### src/rtl/panel_cfg_pkg.sv
package panel_cfg_pkg;

    localparam int ADDR_W     = 6;
    localparam int DATA_W     = 8;
    localparam int FRAME_BITS = ADDR_W + 2 + DATA_W;
    localparam int TURN_POS   = DATA_W;

    typedef struct packed {
        logic              rd;
        logic [ADDR_W-1:0] addr;
        logic [DATA_W-1:0] data;
    } reg_cmd_t;

    typedef enum logic [1:0] {
        ST_IDLE,
        ST_SHIFT,
        ST_TAIL
    } eng_state_t;

    function automatic reg_cmd_t boot_entry(input int unsigned idx);
        reg_cmd_t c;
        c.rd   = 1'b0;
        c.addr = ADDR_W'(8 + idx);
        c.data = DATA_W'(8'h11 * (idx + 1));
        return c;
    endfunction

    function automatic logic [FRAME_BITS-1:0] pack_frame(input reg_cmd_t c);
        return {c.addr, c.rd, 1'b0, c.data};
    endfunction

endpackage

### src/rtl/panel_cmd_fifo.sv
module panel_cmd_fifo
    import panel_cfg_pkg::*;
#(
    parameter int DEPTH = 4
) (
    input  logic     clk,
    input  logic     rst,
    input  logic     push,
    input  reg_cmd_t push_cmd,
    input  logic     pop,
    output reg_cmd_t head_cmd,
    output logic     not_empty,
    output logic     full
);
    localparam int PW = (DEPTH > 1) ? $clog2(DEPTH) : 1;

    reg_cmd_t       mem [DEPTH];
    logic [PW-1:0]  wr_ptr, rd_ptr;
    logic [PW:0]    count;
    logic           do_push;

    assign full      = (count == (PW+1)'(DEPTH));
    assign not_empty = (count != '0);
    assign head_cmd  = mem[rd_ptr];
    assign do_push   = push && !full;

    always_ff @(posedge clk) begin
        if (rst) begin
            wr_ptr <= '0;
            rd_ptr <= '0;
            count  <= '0;
        end else begin
            if (do_push) begin
                mem[wr_ptr] <= push_cmd;
                wr_ptr      <= (wr_ptr == PW'(DEPTH-1)) ? '0 : wr_ptr + 1'b1;
            end
            if (pop) begin
                rd_ptr <= (rd_ptr == PW'(DEPTH-1)) ? '0 : rd_ptr + 1'b1;
            end
            case ({do_push, pop})
                2'b10:   count <= count + 1'b1;
                2'b01:   count <= count - 1'b1;
                default: count <= count;
            endcase
        end
    end

    a_r8_no_pop_when_empty: assert property (@(posedge clk) disable iff (rst)
        pop |-> not_empty);
    a_r8_full_push_dropped: assert property (@(posedge clk) disable iff (rst)
        (full && push && !pop) |=> full);

endmodule

### src/rtl/panel_boot_seq.sv
module panel_boot_seq
    import panel_cfg_pkg::*;
#(
    parameter int LEN = 4
) (
    input  logic     clk,
    input  logic     rst,
    input  logic     pop,
    output reg_cmd_t cmd,
    output logic     valid
);
    localparam int IW = $clog2(LEN + 1);

    logic [IW-1:0] idx;

    assign valid = (idx < IW'(LEN));
    assign cmd   = boot_entry(32'(idx));

    always_ff @(posedge clk) begin
        if (rst) begin
            idx <= '0;
        end else if (pop && valid) begin
            idx <= idx + 1'b1;
        end
    end

    a_r7_pop_only_while_pending: assert property (@(posedge clk) disable iff (rst)
        pop |-> valid);

endmodule

### src/rtl/panel_frame_engine.sv
module panel_frame_engine
    import panel_cfg_pkg::*;
#(
    parameter int HALF_DIV = 10
) (
    input  logic              clk,
    input  logic              rst,
    input  logic              start,
    input  reg_cmd_t          cmd,
    input  logic              sda_i,
    output logic              ser_en_n,
    output logic              ser_clk,
    output logic              sda_o,
    output logic              sda_oe,
    output logic              busy,
    output logic [DATA_W-1:0] rd_data,
    output logic              rd_valid
);
    localparam int CW = (HALF_DIV > 1) ? $clog2(HALF_DIV) : 1;
    localparam int BW = $clog2(FRAME_BITS);

    eng_state_t              state;
    logic [CW-1:0]           div_cnt;
    logic                    phase_hi;
    logic [BW-1:0]           bit_idx;
    logic [BW-1:0]           next_idx;
    logic [FRAME_BITS-1:0]   frame_q;
    logic [FRAME_BITS-1:0]   frame_new;
    logic                    is_rd;
    logic [DATA_W-1:0]       shift_q;
    logic                    last_tick;

    assign last_tick = (div_cnt == CW'(HALF_DIV - 1));
    assign next_idx  = bit_idx - BW'(1);
    assign frame_new = pack_frame(cmd);
    assign busy      = (state != ST_IDLE);

    always_ff @(posedge clk) begin
        if (rst) begin
            state    <= ST_IDLE;
            div_cnt  <= '0;
            phase_hi <= 1'b0;
            bit_idx  <= '0;
            frame_q  <= '0;
            is_rd    <= 1'b0;
            shift_q  <= '0;
            ser_en_n <= 1'b1;
            ser_clk  <= 1'b0;
            sda_o    <= 1'b0;
            sda_oe   <= 1'b0;
            rd_data  <= '0;
            rd_valid <= 1'b0;
        end else begin
            rd_valid <= 1'b0;
            case (state)
                ST_IDLE: begin
                    if (start) begin
                        state    <= ST_SHIFT;
                        frame_q  <= frame_new;
                        is_rd    <= cmd.rd;
                        bit_idx  <= BW'(FRAME_BITS - 1);
                        div_cnt  <= '0;
                        phase_hi <= 1'b0;
                        ser_en_n <= 1'b0;
                        sda_o    <= frame_new[FRAME_BITS-1];
                        sda_oe   <= 1'b1;
                    end
                end
                ST_SHIFT: begin
                    if (phase_hi && div_cnt == '0 && is_rd && bit_idx < BW'(TURN_POS)) begin
                        shift_q <= {shift_q[DATA_W-2:0], sda_i};
                    end
                    if (last_tick) begin
                        div_cnt <= '0;
                        if (!phase_hi) begin
                            phase_hi <= 1'b1;
                            ser_clk  <= 1'b1;
                        end else begin
                            phase_hi <= 1'b0;
                            ser_clk  <= 1'b0;
                            if (bit_idx == '0) begin
                                state <= ST_TAIL;
                            end else begin
                                bit_idx <= next_idx;
                                sda_o   <= frame_q[next_idx];
                                sda_oe  <= !is_rd || (next_idx > BW'(TURN_POS));
                            end
                        end
                    end else begin
                        div_cnt <= div_cnt + 1'b1;
                    end
                end
                ST_TAIL: begin
                    if (last_tick) begin
                        div_cnt  <= '0;
                        state    <= ST_IDLE;
                        ser_en_n <= 1'b1;
                        sda_o    <= 1'b0;
                        sda_oe   <= 1'b0;
                        if (is_rd) begin
                            rd_valid <= 1'b1;
                            rd_data  <= shift_q;
                        end
                    end else begin
                        div_cnt <= div_cnt + 1'b1;
                    end
                end
                default: state <= ST_IDLE;
            endcase
        end
    end

    // Checker state: clock rises seen inside one enable-low window.
    logic       clk_d;
    logic [5:0] rise_cnt;
    always_ff @(posedge clk) begin
        if (rst) begin
            clk_d    <= 1'b0;
            rise_cnt <= '0;
        end else begin
            clk_d <= ser_clk;
            if (ser_en_n && !ser_clk) begin
                rise_cnt <= '0;
            end else if (ser_clk && !clk_d) begin
                rise_cnt <= rise_cnt + 1'b1;
            end
        end
    end

    a_r2_sixteen_rises: assert property (@(posedge clk) disable iff (rst)
        $rose(ser_en_n) |-> (rise_cnt == 6'(FRAME_BITS)));
    a_r1_clk_low_while_disabled: assert property (@(posedge clk) disable iff (rst)
        ser_en_n |-> !ser_clk);
    a_r5_line_released_idle: assert property (@(posedge clk) disable iff (rst)
        ser_en_n |-> !sda_oe);
    a_r5_valid_at_frame_end: assert property (@(posedge clk) disable iff (rst)
        rd_valid |-> $rose(ser_en_n));
    a_r6_busy_tracks_enable: assert property (@(posedge clk) disable iff (rst)
        busy |-> !ser_en_n);

endmodule

### src/rtl/panel_cfg_writer.sv
module panel_cfg_writer
    import panel_cfg_pkg::*;
#(
    parameter int HALF_DIV   = 10,
    parameter int FIFO_DEPTH = 4,
    parameter int BOOT_LEN   = 4
) (
    input  logic       clk,
    input  logic       rst,
    input  logic       cmd_push,
    input  logic       cmd_rd,
    input  logic [5:0] cmd_addr,
    input  logic [7:0] cmd_wdata,
    output logic       cmd_full,
    input  logic       bus_grant,
    output logic       bus_req,
    output logic       busy,
    output logic       ser_en_n,
    output logic       ser_clk,
    output logic       sda_o,
    output logic       sda_oe,
    input  logic       sda_i,
    output logic [7:0] rd_data,
    output logic       rd_valid
);
    reg_cmd_t push_cmd, fifo_cmd, boot_cmd, src_cmd;
    logic     fifo_ne, boot_valid, src_valid, start, fifo_pop, boot_pop;

    assign push_cmd = '{rd: cmd_rd, addr: cmd_addr, data: cmd_wdata};

    panel_cmd_fifo #(.DEPTH(FIFO_DEPTH)) u_fifo (
        .clk       (clk),
        .rst       (rst),
        .push      (cmd_push),
        .push_cmd  (push_cmd),
        .pop       (fifo_pop),
        .head_cmd  (fifo_cmd),
        .not_empty (fifo_ne),
        .full      (cmd_full)
    );

    generate
        if (BOOT_LEN > 0) begin : g_boot
            panel_boot_seq #(.LEN(BOOT_LEN)) u_boot (
                .clk   (clk),
                .rst   (rst),
                .pop   (boot_pop),
                .cmd   (boot_cmd),
                .valid (boot_valid)
            );
        end else begin : g_no_boot
            assign boot_cmd   = '0;
            assign boot_valid = 1'b0;
        end
    endgenerate

    assign src_valid = boot_valid || fifo_ne;
    assign src_cmd   = boot_valid ? boot_cmd : fifo_cmd;
    assign start     = !busy && bus_grant && src_valid;
    assign boot_pop  = start && boot_valid;
    assign fifo_pop  = start && !boot_valid;
    assign bus_req   = busy || src_valid;

    panel_frame_engine #(.HALF_DIV(HALF_DIV)) u_engine (
        .clk      (clk),
        .rst      (rst),
        .start    (start),
        .cmd      (src_cmd),
        .sda_i    (sda_i),
        .ser_en_n (ser_en_n),
        .ser_clk  (ser_clk),
        .sda_o    (sda_o),
        .sda_oe   (sda_oe),
        .busy     (busy),
        .rd_data  (rd_data),
        .rd_valid (rd_valid)
    );

    a_r4_start_needs_grant: assert property (@(posedge clk) disable iff (rst)
        $fell(ser_en_n) |-> $past(bus_grant));
    a_r7_boot_before_queue: assert property (@(posedge clk) disable iff (rst)
        fifo_pop |-> !boot_valid);

endmodule

### config.mk
export PLATFORM = sky130hd
export DESIGN_NAME = panel_cfg_writer
export DESIGN_NICKNAME = d
export VERILOG_FILES = /design/src/rtl/panel_cfg_pkg.sv /design/src/rtl/panel_cmd_fifo.sv /design/src/rtl/panel_boot_seq.sv /design/src/rtl/panel_frame_engine.sv /design/src/rtl/panel_cfg_writer.sv
export SDC_FILE = /design/constraint.sdc
export NUM_CORES = 1
export LEC_CHECK = 0
export BUFFER_PORTS_ARGS = -buffer_cell sky130_fd_sc_hd__buf_4
export CORE_MARGIN = 5
export CORE_UTILIZATION = 55
export CTS_CLUSTER_DIAMETER = 120
export DETAILED_ROUTE_END_ITERATION = 8
export PLACE_DENSITY = 0.74
export SETUP_SLACK_MARGIN = 0.4
export SLEW_MARGIN = 40
export SYNTH_ARGS = -nofsm -noshare
export SYNTH_HDL_FRONTEND = slang
export SYNTH_SLANG_ARGS = --single-unit
### constraint.sdc
create_clock -name clk -period 5.5 [get_ports clk]
set_input_delay 0.55 -clock clk [delete_from_list [all_inputs] [get_ports clk]]
set_output_delay 0.55 -clock clk [all_outputs]
set_load 0.01 [all_outputs]
# After elaboration in Yosys (flattened, before gate mapping)
# Memory sizes are Yosys's and may differ from the RTL's. A register that Yosys moved wholly into a read port is not among the register bits.
# Index checks and enable logic that the tools add are counted.
# W data, S select, Z words.
[totals] reg_bits=58 ramBits=60 word_cells=129 n_memories=1 out_inout_bits=16 inputBits=20
[mem_list] name="u_fifo.mem" depth=4 width=15 read_ports=1 rd_ports_with_merged_regs=1 write_ports=1 line_no="panel_cmd_fifo.sv:17" source="reg_cmd_t mem [DEPTH];"
[op_classes] muxes=43 n_bitwise=2 magnitude_cmp=4 n_addsub=9 n_reduce_logical=38 eq_ne=14 mul=1
[op_table] operator="$mul A5 B32 Y8 const A" count=1
[op_table] operator="$mux W4" count=6
[op_table] operator="$mux W1" count=18
[op_table] operator="$mux W2" count=9
[op_table] operator="$pmux W4 S2" count=2
[op_table] operator="$mux W15" count=1
[op_table] operator="$reduce_and A5 Y1" count=2
[op_table] operator="$reduce_bool A2 Y1" count=5
[op_table] operator="$logic_and A1 B1 Y1" count=9
[op_table] operator="$reduce_and A3 Y1" count=3
[op_table] operator="$eq A2 B2 Y1 const B" count=4
[op_table] operator="$logic_not A4 Y1" count=2
[op_table] operator="$ne A2 B1 Y1 const B" count=4
[op_table] operator="$reduce_and A2 Y1" count=4
[op_table] operator="$add A3 B1 Y3 const B" count=2
[op_table] operator="$pmux W1 S3" count=2
[op_table] operator="$pmux W2 S3" count=1
[op_table] operator="$pmux W3 S2" count=1
[op_table] operator="$reduce_and A6 Y1" count=1
[op_table] operator="$reduce_bool A3 Y1" count=2
[op_table] operator="$add A4 B3 Y5 const A" count=1
[op_table] operator="$lt A4 B5 Y1 const B" count=1
[op_table] operator="$add A2 B1 Y2 const B" count=2
[op_table] operator="$add A3 B1 Y4 const B" count=1
[op_table] operator="18 further kinds" count=27

# Depth between registers and ports, before layout
# Gate-level depths: netlist (run 1).
[logic_depth] ltp_word=7 mapped_depth=12 depth_no_buf=11

# Hierarchy
# A second synthesis (run 1) with hierarchy kept.
[unflattened] cells_unflattened=445 area_unflattened_um2=5372.7
[by_module_without_submodules] mod="panel_cmd_fifo" n_inst=1 area_per_inst_um2=2647.5 seq_area_each_um2=1981.9 cells_each=131
[by_module_without_submodules] mod="panel_frame_engine" n_inst=1 area_per_inst_um2=2230.9 seq_area_each_um2=940.9 cells_each=265
[by_module_without_submodules] mod="panel_cfg_writer" n_inst=1 area_per_inst_um2=266.5 seq_area_each_um2=0.0 cells_each=22
[by_module_without_submodules] mod="panel_boot_seq" n_inst=1 area_per_inst_um2=227.7 seq_area_each_um2=60.1 cells_each=27

# Worst setup path before layout (run 1)
# No wires, ideal clock.
[synth_path] kind="register to register" startpoint="reg u_engine.state[0]" endpoint="reg u_fifo.count[2]" setup_ns=0.071 t_arrival_ns=2.417 setup_slack_ns=3.012 path_stages_with_launch=13 required_ns=5.429 n_path_buf=1 period_less_slack_ns=2.488 path_cell_list="dfxtp_1 -> inv_1 -> ha_1 -> clkbuf_1 -> nand2_1 -> nor2_1 -> nand2_1 -> inv_2 -> ha_1 -> fa_1 -> xnor2_1 -> or3_1 -> a21oi_1"
[synth_via] elab_chain_len=7 word_cells_on_any_way=9 cone_classes="eq/ne: 2; mux: 1; reduce/logical: 6"
[synth_rtl] element="from (decl)" line_no="panel_frame_engine.sv:22" source="eng_state_t state;"
[synth_rtl] element="from (signal assigned)" line_no="panel_frame_engine.sv:40" source="state <= ST_IDLE;"
[synth_rtl] element="from (signal assigned)" line_no="panel_frame_engine.sv:58" source="state <= ST_SHIFT;"
[synth_rtl] element="from (signal assigned)" line_no="panel_frame_engine.sv:82" source="state <= ST_TAIL;"
[synth_rtl] element="$reduce_bool A2 Y1 *" line_no="panel_frame_engine.sv:36" source="assign busy = (state != ST_IDLE);"
[synth_rtl] element="$logic_not A1 Y1 *" line_no="panel_cfg_writer.sv:59" source="assign start = !busy && bus_grant && src_valid;"
[synth_rtl] element="$logic_and A1 B1 Y1 * (2 in a row)" line_no="panel_cfg_writer.sv:59"
[synth_rtl] element="$logic_and A1 B1 Y1 *" line_no="panel_cfg_writer.sv:61" source="assign fifo_pop = start && !boot_valid;"
[synth_rtl] element="$eq A2 B1 Y1 / $eq A2 B2 Y1 (equally long branches)" line_no="panel_cmd_fifo.sv:40" source="case ({do_push, pop})"
[synth_rtl] element="$pmux W3 S2 / $reduce_bool A2 Y1 (equally long branches)"
[synth_rtl] element="to (signal assigned)" line_no="panel_cmd_fifo.sv:41" source="2'b10: count <= count + 1'b1;"
[synth_rtl] element="to (signal assigned)" line_no="panel_cmd_fifo.sv:42" source="2'b01: count <= count - 1'b1;"
[synth_rtl] element="to (signal assigned)" line_no="panel_cmd_fifo.sv:43" source="default: count <= count;"
[synth_rtl] element="to (decl)" line_no="panel_cmd_fifo.sv:19" source="logic [PW:0] count;"
# Mark *: on every way between the ends. The rest lies on a longest branch, timed or not.
# A chain may end at the register's enable or synchronous reset.

# Worst setup path in the final report (run 1)
[layout_path] startpoint="reg g_boot.u_boot.idx[2]" endpoint="reg u_fifo.count[2]"
[layout_via] elab_chain_len=6 word_cells_on_any_way=9 cone_classes="order compare: 1; eq/ne: 2; mux: 1; reduce/logical: 5"
[layout_rtl] element="from (decl)" line_no="panel_boot_seq.sv:14" source="logic [IW-1:0] idx;"
[layout_rtl] element="from (signal assigned)" line_no="panel_boot_seq.sv:23" source="idx <= idx + 1'b1;"
[layout_rtl] element="$lt A3 B3 Y1 *" line_no="panel_boot_seq.sv:16" source="assign valid = (idx < IW'(LEN));"
[layout_rtl] element="$logic_or A1 B1 Y1" line_no="panel_cfg_writer.sv:57" source="assign src_valid = boot_valid || fifo_ne;"
[layout_rtl] element="$logic_and A1 B1 Y1" line_no="panel_cfg_writer.sv:59"
[layout_rtl] element="$logic_and A1 B1 Y1 *" line_no="panel_cfg_writer.sv:61"
[layout_rtl] element="$eq A2 B1 Y1 / $eq A2 B2 Y1 (equally long branches)" line_no="panel_cmd_fifo.sv:40"
[layout_rtl] element="$pmux W3 S2 / $reduce_bool A2 Y1 (equally long branches)"
# Marks and branches as above.

==> results of run 1 <==
## power by group through the flow
stage / clock network, mW / logic [mW] / registers (mW)
floorplan: 0 / 0.355 / 1.05
global placement: 0 / 0.427 / 1.08
detailed placement: 0 / 0.441 / 1.08
CTS: 1.10 / 0.447 / 1.06
global route: 1.15 / 0.504 / 1.07
finish: 1.09 / 0.445 / 1.06
## registers in the layout (all words and copies together), names as in the netlist, named ones only
register	count
u_fifo.rd_ptr	2
u_engine.bit_idx	4
u_engine.sda_oe	1
u_engine.ser_en_n	1
u_engine.div_cnt	4
u_engine.phase_hi	1
u_engine.state	2
g_boot.u_boot.idx	3
u_engine.shift_q	8
u_fifo.count	3
u_fifo.mem	60
u_engine.sda_o	1
u_engine.frame_q	15
u_fifo.wr_ptr	2
u_engine.ser_clk	1
u_engine.rd_valid	1
u_engine.rd_data	8
## synth_stat cells, drive strengths merged (2+ instances only)
library cell | instances | area (um^2)
nand2 | 33 | 124
nor2 | 44 | 165
clkbuf | 9 | 33.8
nand2b | 3 | 18.8
a211oi | 2 | 15.0
nor4 | 2 | 18.8
nand3b | 3 | 22.5
o22ai | 2 | 12.5
a311oi | 5 | 43.8
a21boi | 2 | 15.0
nor3 | 9 | 50.1
edfxtp | 60 | 1800
mux2i | 15 | 150
xnor2 | 4 | 35.0
inv | 11 | 41.3
a22oi | 6 | 45.0
and3 | 2 | 17.5
ha | 14 | 175
dfxtp | 59 | 1180
o21ai | 10 | 50.1
or3 | 2 | 12.5
buf | 9 | 41.3
a221oi | 3 | 26.3
mux4 | 18 | 405
and2 | 7 | 43.8
a21oi | 30 | 161
nor3b | 2 | 15.0
nand3 | 5 | 25.0
## stage by stage
step	utilization [%]	hold slack (ns)	instance area (um^2)
4_1_cts	67.2	0.226	5860
5_1_grt	67.2	0.223	5860
3_5_place_dp	60.4	0.455	5270
2_1_floorplan	-	0.432	4940
6_report	67.2	0.242	5860
3_3_place_gp	60.4	0.443	5270
## cells by family after synthesis
| logic type | after synthesis | synth area share, % |
|---|---|---|
| adders and majority gates | 15 | 3.95 |
| DFF | 119 | 60.4 |
| and+or+nand+nor | 121 | 12.0 |
| xor gates and xnor gates | 5 | 0.887 |
| muxes | 33 | 11.3 |
| AOI/OAI and AO/OA | 67 | 9.08 |
| buffers and inverters | 29 | 2.36 |
## routing by layer
layer	GRT usage (%)	wire length, um	vias up
met1	23.4	4190	1551
met3	5.30	289	6
met5	0	0	-
li1	-	-	1513
met4	5.21	69	0
met2	28.6	4610	56
## layout make-up
type | count | share of cell area, %
Clock buffer | 17 | 7.06
Inverter | 11 | 0.704
Timing Repair Buffer | 36 | 4.61
Sequential cell | 119 | 50.9
Tap cell | 108 | 2.30
Multi-Input combinational cell | 241 | 31.4
Clock inverter | 14 | 3.03
## worst max-delay path: cells and delay by family, from the launching register on
family	cells	cell delay (ns)
buf+inv	1	0.12
simple gates	4	1.28
xor+xnor	1	0.15
compound gates	1	0.15
fa+ha+maj	2	0.70
flops	1	0.63
## path summary, 6_finish.rpt
path / startpoint / end / cells after the start
setup / recovery: g_boot.u_boot.idx[2]$_SDFFE_PP0P_ / u_fifo.count[2]$_SDFFE_PP0P_ / 9
hold / removal: cmd_addr[2] / u_fifo.mem[0][10]$_DFFE_PP_ / 1
setup reg to reg: g_boot.u_boot.idx[2]$_SDFFE_PP0P_ / u_fifo.count[2]$_SDFFE_PP0P_ / 9
hold reg to reg: u_engine.rd_data[2]$_SDFFE_PP0P_ / u_engine.rd_data[2]$_SDFFE_PP0P_ / 2
==> reports/results.ini, run 1 <==
[cts]
ctsRootBufferMaster = clkbuf_8
cts_tree = built
cts_made_buffers = 17
hold_buffers = 0
post_cts_resized = 0
insertion_delay_ns = 0.50
clkTransAtPathRegs_ns = 0.06
htree_levels = 4
clockBufferDepth = 2
clock-sinks = 119
cts_setup_buffers = 0

[route]
vias = 3126
drcViolationCount = 0
routed_wl_um = 9160
ant_nets = 0
drtIter0Drc = 153
avgRoutedWirePerCell_um = 16.8
viasPerCell = 5.73
firstDrtPassIters = 5

[worst_setup_path]
crit_slowest_cell = dfxtp_1
path_max_fanout = 15
critPathMaxStageDelay_ns = 0.63
cp-end-kind = register
path_cells = nor4b_1, nor2_2, nand2_1, inv_2, ha_1, fa_1, xnor2_1, or3_1, a21oi_1
rrSetupSlack_ns = 2.41
critical_path_arrival_ns = 3.52
cp.required_ns = 5.93
path_class = reg -> reg
critPathLaunchType = register

[sta]
slew_viol_final = 0
fin_worst_skew_ns = 0.00819
relSlewSlack_pct = 47.7
period_minus_slack_ns = 3.09
setup_slack_ns = 2.41
clock.fmax_mhz = 323
setup_viol = 0
worst_pin_slew_ns = 0.785
tns_ns = 0
finalHoldViolCount = 0
fin_crit_sh_pct = 56.2
rsz0062_at_grt = no

[power]
comb_power_share_pct = 17.1
p_sw_mw = 0.714
switching_share_pct = 27.5
p_per_area_nw_per_um2 = 443
leakage_nw = 2.14
pwr-share-clk_pct = 41.9
p_int_mw = 1.88
p_seq_share_pct = 41.0
total_power_mw = 2.60
ir_worst_vdd_mv = 0.268

[cells_and_area]
multi_input_area_um2 = 1840
final_cell_mix = edfxtp_1 (60), dfxtp_1 (58), nor2_1 (43)
fillers = 626
antenna_cells = 0
drive_above_1_share_pct = 21.9
area_growth_pct = 18.8
regArea_um2 = 2980
final_cells = 546
final_common_cell = edfxtp_1
nets = 461

[synthesis]
synth_edf_count = 60
syn-num-nets = 424
syn_inst = 389
synth-seq-cells = 119
synth_area_per_cell_um2 = 12.7
synth-main-ff-cell = edfxtp_1
yosysWarnings = 0
synthArstFlopShare_pct = 0
synth_area_um2 = 4940
ys_types = 53
seq_area_frac_synth_pct = 60.4

[global_routing]
grt_overflow = 0
antenna_found_initial = 0
grt_pass1_vias = 3145
grt_max_degree = 60
grt_pass1_wl_um = 15600
grtUsageTotal_pct = 17.8

[die]
die_x_um = 105
die_height_um = 105
start_util_pct = 56.6
io_pins = 36
core_um2 = 8720
die_area_um2 = 11000
std_cell_rows = 34

[placed_design]
numPortBuffers = 35
dp_hpwl_um = 5950
dp.cells = 515
pre_cts_ws_ns = 2.42
gp_congestion = 0.795

[worst_hold_path]
min_path_type = in -> reg

[outcome]
outcome = finished, final reports clean

[run]
drv_cap = 0

Power figures use the tool's default switching activity.
==> inputs of run 2 (changes only) <==
- CORE_UTILIZATION: 55 -> 54
- PLACE_DENSITY: 0.74 -> 0.76
- clock period: 5.5 -> 2.61 ns (I/O delays scaled with it)
==> run 2 against run 1 <==
Effect of this change: sequential share of layout area fell by 2.8 points; clock power increased by 100%; worst setup slack worse by 2.0 ns; via count up 3.9%; register-to-register slack worse by 2.0 ns; die area up 1.7%; final area increased by 6.1%; non-clock buffer count up 36; maximum frequency grew 39%; largest power group is now registers.
==> reports/results.ini, run 2 (synthesis gave the netlist of run 1 again) <==
[die]
core_um2 = 8810  ; +0.98%
die_area_um2 = 11200  ; +1.7%
die_x_um = 106  ; +0.83%
start_util_pct = 56.1  ; -0.55 points
io_pins = 36  ; unchanged
std_cell_rows = 34  ; unchanged
die_height_um = 106  ; +0.83%

[cts]
ctsRootBufferMaster = clkbuf_8
cts_made_buffers = 17  ; unchanged
clockBufferDepth = 2  ; unchanged
clock-sinks = 119  ; unchanged
cts_tree = built
insertion_delay_ns = 0.51  ; about the same
htree_levels = 4  ; unchanged
clkTransAtPathRegs_ns = 0.06  ; about the same

[cells_and_area]
reg_top3 = u_fifo.mem (60), u_engine.frame_q (15)
largest_register_ffs = 60  ; unchanged
area_growth_pct = 26.0
nets = 497  ; +7.8%
drive_above_1_share_pct = 27.6  ; +5.7 points
regMostFlops = u_fifo.mem
final_cell_mix = edfxtp_1 (60), buf_4 (56), dfxtp_1 (54)
regArea_um2 = 2990  ; +0.25%
fin_area_um2 = 6220  ; +6.1%
fillers = 606  ; -3.2%
multi_input_area_um2 = 1890  ; +2.9%
antenna_cells = 0  ; unchanged
final_common_cell = edfxtp_1

[global_routing]
grt_pass1_vias = 3394  ; +7.9%
grtUsageTotal_pct = 18.3  ; +0.56 points
grt_overflow = 0  ; unchanged
grt_pass1_wl_um = 16100  ; +3.5%
grt_max_degree = 32  ; -47%
antenna_found_initial = 0  ; unchanged

[route]
firstDrtPassIters = 4  ; -1
drcViolationCount = 0  ; unchanged
drtIter0Drc = 145  ; -5.2%
viasPerCell = 5.57  ; -2.7%
routed_wl_um = 9700  ; +5.9%
vias = 3248  ; +3.9%
ant_nets = 0  ; unchanged
avgRoutedWirePerCell_um = 16.6  ; -0.84%

[sta]
tns_ns = 0  ; unchanged
rsz0062_at_grt = yes
relSlewSlack_pct = 66.1  ; +18 points
hold_ws_ns = 0.117  ; -0.125 ns
clock.fmax_mhz = 448  ; +39%
setup_viol = 0  ; unchanged
fin_worst_skew_ns = 0.00723  ; -0.000957 ns
finalHoldViolCount = 0  ; unchanged
period_minus_slack_ns = 2.23  ; -0.860 ns
slew_viol_final = 0  ; unchanged
fin_crit_sh_pct = 85.5  ; +29 points
worst_pin_slew_ns = 0.509  ; -0.276 ns

[power]
p_sw_mw = 1.66  ; +130%
p_int_mw = 3.80  ; +100%
p_per_area_nw_per_um2 = 878  ; +98%
leakage_nw = 2.31  ; +7.7%
switching_share_pct = 30.4  ; +2.9 points
ir_worst_vdd_mv = 0.683  ; +160%
pwr-share-clk_pct = 40.1  ; -1.8 points
comb_power_share_pct = 19.4  ; +2.3 points
p_seq_share_pct = 40.5  ; -0.5 points

[placed_design]
numPortBuffers = 35  ; unchanged
dp_hpwl_um = 6180  ; +4.0%
gp_congestion = 0.769  ; -3.2%
placed_area_um2 = 5400  ; +2.5%

[worst_setup_path]
path_cells = nor4b_4, nor2_2, nand2_2, clkinv_4, ha_4, fa_2, xnor2_2, or3_4, a21oi_2
critPathMaxStageDelay_ns = 0.40  ; -0.23 ns
path_max_fanout = 5  ; -10
crit_slowest_cell = or3_4
cp-end-kind = register
critPathLaunchType = register
critical_path_arrival_ns = 2.67  ; -0.85 ns
cp.required_ns = 3.05  ; -2.88 ns
path_class = reg -> reg

[outcome]
outcome = finished, final reports clean

[worst_hold_path]
min_path_type = in -> reg

[run]
drv_cap = 0  ; unchanged

-- run 2: final timing paths --
path,start,to,slack (ns),cells past startpoint
worst min-delay path,bus_grant,g_boot.u_boot.idx[2]$_SDFFE_PP0P_,0.12,3
worst max-delay path,u_fifo.count[1]$_SDFFE_PP0P_,u_fifo.count[2]$_SDFFE_PP0P_,0.38,9
worst min register to register,u_engine.rd_data[1]$_SDFFE_PP0P_,u_engine.rd_data[1]$_SDFFE_PP0P_,0.45,2
worst max register to register,u_fifo.count[1]$_SDFFE_PP0P_,u_fifo.count[2]$_SDFFE_PP0P_,0.38,9
-- run 2: power by group through the flow --
stage	sequential, mW	clock, mW	combinational [mW]
2_1_floorplan	2.22	0	0.771
3_3_place_gp	2.24	0	0.975
3_5_place_dp	2.25	0	1.00
4_1_cts	2.21	2.23	1.05
5_1_grt	2.23	2.32	1.17
6_report	2.21	2.19	1.06
-- run 2: area by class of cell --
class	instances	share of cell area, %
clock buffers	17	6.66
clock inverters	15	2.55
inverters	11	0.744
multi-input cells	241	30.4
flip-flops and latches	119	48.1
well taps	108	2.17
repair buffers	72	9.33
-- run 2: per-layer routing --
metal | wire length, um | track usage [%] | share of wire (%) | vias to the layer above
met5 | 0 | 0 | 0 | -
met4 | 159 | 5.74 | 1.6 | 0
met3 | 342 | 5.62 | 3.5 | 16
met2 | 5030 | 32.3 | 52 | 54
met1 | 4170 | 21.4 | 43 | 1589
li1 | - | - | - | 1589
-- run 2: critical path: cells and delay by family, from the launching register on --
family | cells | cell delay, ns
AND/OR/NAND/NOR | 4 | 0.92
AO/OA/AOI/OAI | 1 | 0.13
adder cells (fa/ha/maj) | 2 | 0.51
buffers and inverters | 1 | 0.07
XOR/XNOR | 1 | 0.15
flip-flops | 1 | 0.36
-- run 2: per-stage QoR --
step	setup slack, ns	instances	power (mW)	utilization, %
global route	0.282	583	5.71	70.6
detailed placement	0.273	529	3.25	61.3
finish	0.377	583	5.46	70.6
global placement	0.363	529	3.21	61.3
CTS	0.405	579	5.49	70.0
floorplan	0.404	389	2.99	-
-- run 2: repair_timing --
| action | 4_1_cts | 5_1_grt |
|---|---|---|
| setup buffers | 2 | 4 |
| endpoints found under the hold margin | 61 | 0 |
| endpoints found under the setup margin | 1 | 1 |
| pin swaps | 1 | 7 |
| resized for setup | 3 | 9 |
| hold buffers | 16 | 0 |
==> inputs of run 3 (changes only) <==
- CELL_PAD_IN_SITES_DETAIL_PLACEMENT: default -> 1
- CELL_PAD_IN_SITES_GLOBAL_PLACEMENT: default -> 1
- CORE_UTILIZATION: 54 -> 44
- PLACE_DENSITY: 0.76 -> default
- PLACE_DENSITY_LB_ADDON: default -> 0.1
==> run 3 against run 2 <==
Effect of this change: sequential share of layout area rose by 1.4 points; core utilization is 15 points lower; final area decreased by 2.8%; critical path type unchanged; routed wire length up 7.5%.
==> reports/results.ini, run 3 (synthesis gave the netlist of run 1 again) <==
[outcome]
outcome = finished, final reports clean

[die]
die_x_um = 116  ; +9.8%
core_um2 = 10900  ; +24%
io_pins = 36  ; unchanged
start_util_pct = 45.1  ; -11 points
die_area_um2 = 13400  ; +20%
std_cell_rows = 38  ; +12%
die_height_um = 116  ; +9.8%

[cells_and_area]
reg_top3 = u_fifo.mem (60), u_engine.frame_q (15)
nets = 481  ; -3.2%
drive_above_1_share_pct = 26.6  ; -1.0 points
regArea_um2 = 2990  ; about the same
multi_input_area_um2 = 1890  ; -0.26%
antenna_cells = 0  ; unchanged
final_common_cell = edfxtp_1
final_cell_mix = edfxtp_1 (60), buf_4 (56), dfxtp_1 (55)
final_core_util_pct = 55.3  ; -15 points
largest_register_ffs = 60  ; unchanged
regMostFlops = u_fifo.mem
area_growth_pct = 22.5
fillers = 1133  ; +87%
final_cells = 599  ; +2.7%

[worst_setup_path]
r2r_cells = 11  ; +2
critPathMaxStageDelay_ns = 0.39  ; about the same
rrSetupSlack_ns = 0.45  ; +0.08 ns
critical_path_arrival_ns = 2.50  ; -0.17 ns
path_max_fanout = 4  ; -1
crit_slowest_cell = or3_1
path_cells = inv_1, ha_2, nand2_2, nor2_2, nand2_2, clkinv_4, ha_4, fa_2, xnor2_2, or3_1, a21oi_2
critPathLaunchType = register
rr_endpoint = u_fifo.count[2]$_SDFFE_PP0P_
rr_startpoint = u_engine.state[0]$_SDFFE_PP0P_
worst_path_most_repeated_cell = nand2_2
path_class = reg -> reg
cp-end-kind = register
cp.required_ns = 2.96  ; -0.09 ns

[cts]
cts_tree = built
insertion_delay_ns = 0.41  ; -0.10 ns
cts_made_buffers = 17  ; unchanged
clockBufferDepth = 2  ; unchanged
clock-sinks = 119  ; unchanged
htree_levels = 4  ; unchanged
hold_buffers = 0  ; -16
clkTransAtPathRegs_ns = 0.06  ; about the same
ctsRootBufferMaster = clkbuf_16

[global_routing]
grt_overflow = 0  ; unchanged
antenna_found_initial = 0  ; unchanged
grt_max_degree = 35  ; +9.4%
grt_pass1_vias = 3370  ; -0.71%
grtUsageTotal_pct = 17.0  ; -1.4 points
grt_pass1_wl_um = 17200  ; +6.4%

[sta]
worst_pin_slew_ns = 0.535  ; +0.0258 ns
clock.fmax_mhz = 464  ; +3.5%
fin_crit_sh_pct = 82.7  ; -2.9 points
setup_viol = 0  ; unchanged
fin_worst_skew_ns = 0.00857  ; +0.00134 ns
rsz0062_at_grt = yes
relSlewSlack_pct = 64.0  ; -2.1 points
tns_ns = 0  ; unchanged
finalHoldViolCount = 0  ; unchanged
period_minus_slack_ns = 2.16  ; -0.0755 ns
slew_viol_final = 0  ; unchanged

[placed_design]
dp_hpwl_um = 7150  ; +16%
numPortBuffers = 35  ; unchanged
dp.cells = 561  ; +6.0%
gp_congestion = 0.740  ; -3.7%

[power]
leakage_nw = 2.22  ; -3.8%
p_per_area_nw_per_um2 = 880  ; +0.19%
ir_worst_vdd_mv = 0.478  ; -30%

[worst_hold_path]
holdPathStages = 1  ; -2
holdPathEnd = u_fifo.mem[0][4]$_DFFE_PP_
min_path_type = in -> reg
worstHoldStart = cmd_wdata[4]

[run]
drv_cap = 0  ; unchanged

[route]
drcViolationCount = 0  ; unchanged
firstDrtPassIters = 4  ; unchanged
ant_nets = 0  ; unchanged
vias = 3218  ; -0.92%
viasPerCell = 5.37  ; -3.6%
avgRoutedWirePerCell_um = 17.4  ; +4.7%
routed_wl_um = 10400  ; +7.5%
drtIter0Drc = 160  ; +10%

-- run 3: final cells by class --
type	instances	area share, %
Sequential cell	119	49.5
Multi-Input combinational cell	241	31.2
Clock buffer	20	7.22
Timing Repair Buffer	56	6.95
Tap cell	140	2.90
Clock inverter	12	1.43
Inverter	11	0.766
-- run 3: through the flow --
stage	setup slack, ns	power, mW	hold WS, ns	cell area (um^2)
floorplan	0.404	2.99	0.360	4980
detailed placement	0.285	3.29	0.449	5440
global route	0.326	5.62	0.0254	6050
CTS	0.432	5.38	0.0309	5980
finish	0.453	5.32	0.0535	6050
global placement	0.332	3.25	0.444	5440
-- run 3: power breakdown --
group	switching, mW	internal [mW]	leakage, nW	total (mW)
combinational	0.592	0.454	0.937	1.05
sequential	0.113	2.11	1.03	2.22
clock	0.773	1.28	0.257	2.05
-- run 3: worst max-delay path: cells and delay by family (launching register included) --
family,cells,cell delay (ns)
xor+xnor,1,0.14
simple gates,4,0.63
compound gates,1,0.12
buf+inv,2,0.14
fa+ha+maj,3,0.71
flops,1,0.36
-- run 3: metal layers --
layer	GRT usage [%]	routed length, um	vias up
met1	20.0	4590	1608
met3	4.70	348	18
met4	8.43	205	0
li1	-	-	1551
met5	0	0	-
met2	28.5	5290	41
-- run 3: how the worst max path moves through the flow --
stage / startpoint / end / slack [ns]
6_report: u_engine.state[0]$_SDFFE_PP0P_ / u_fifo.count[2]$_SDFFE_PP0P_ / 0.45
5_1_grt: u_fifo.count[1]$_SDFFE_PP0P_ / u_fifo.count[2]$_SDFFE_PP0P_ / 0.33
3_5_place_dp: u_fifo.count[0]$_SDFFE_PP0P_ / u_fifo.count[2]$_SDFFE_PP0P_ / 0.29
2_1_floorplan: u_engine.state[0]$_SDFFE_PP0P_ / u_fifo.count[2]$_SDFFE_PP0P_ / 0.40
3_3_place_gp: u_fifo.count[0]$_SDFFE_PP0P_ / u_fifo.count[2]$_SDFFE_PP0P_ / 0.33
4_1_cts: u_engine.state[0]$_SDFFE_PP0P_ / u_fifo.count[2]$_SDFFE_PP0P_ / 0.43
-- run 3: timing repair --
item                       CTS  global route
resized for setup            3             9
pin swaps                    1             6
setup buffers                1             5
setup endpoints to repair    1             3
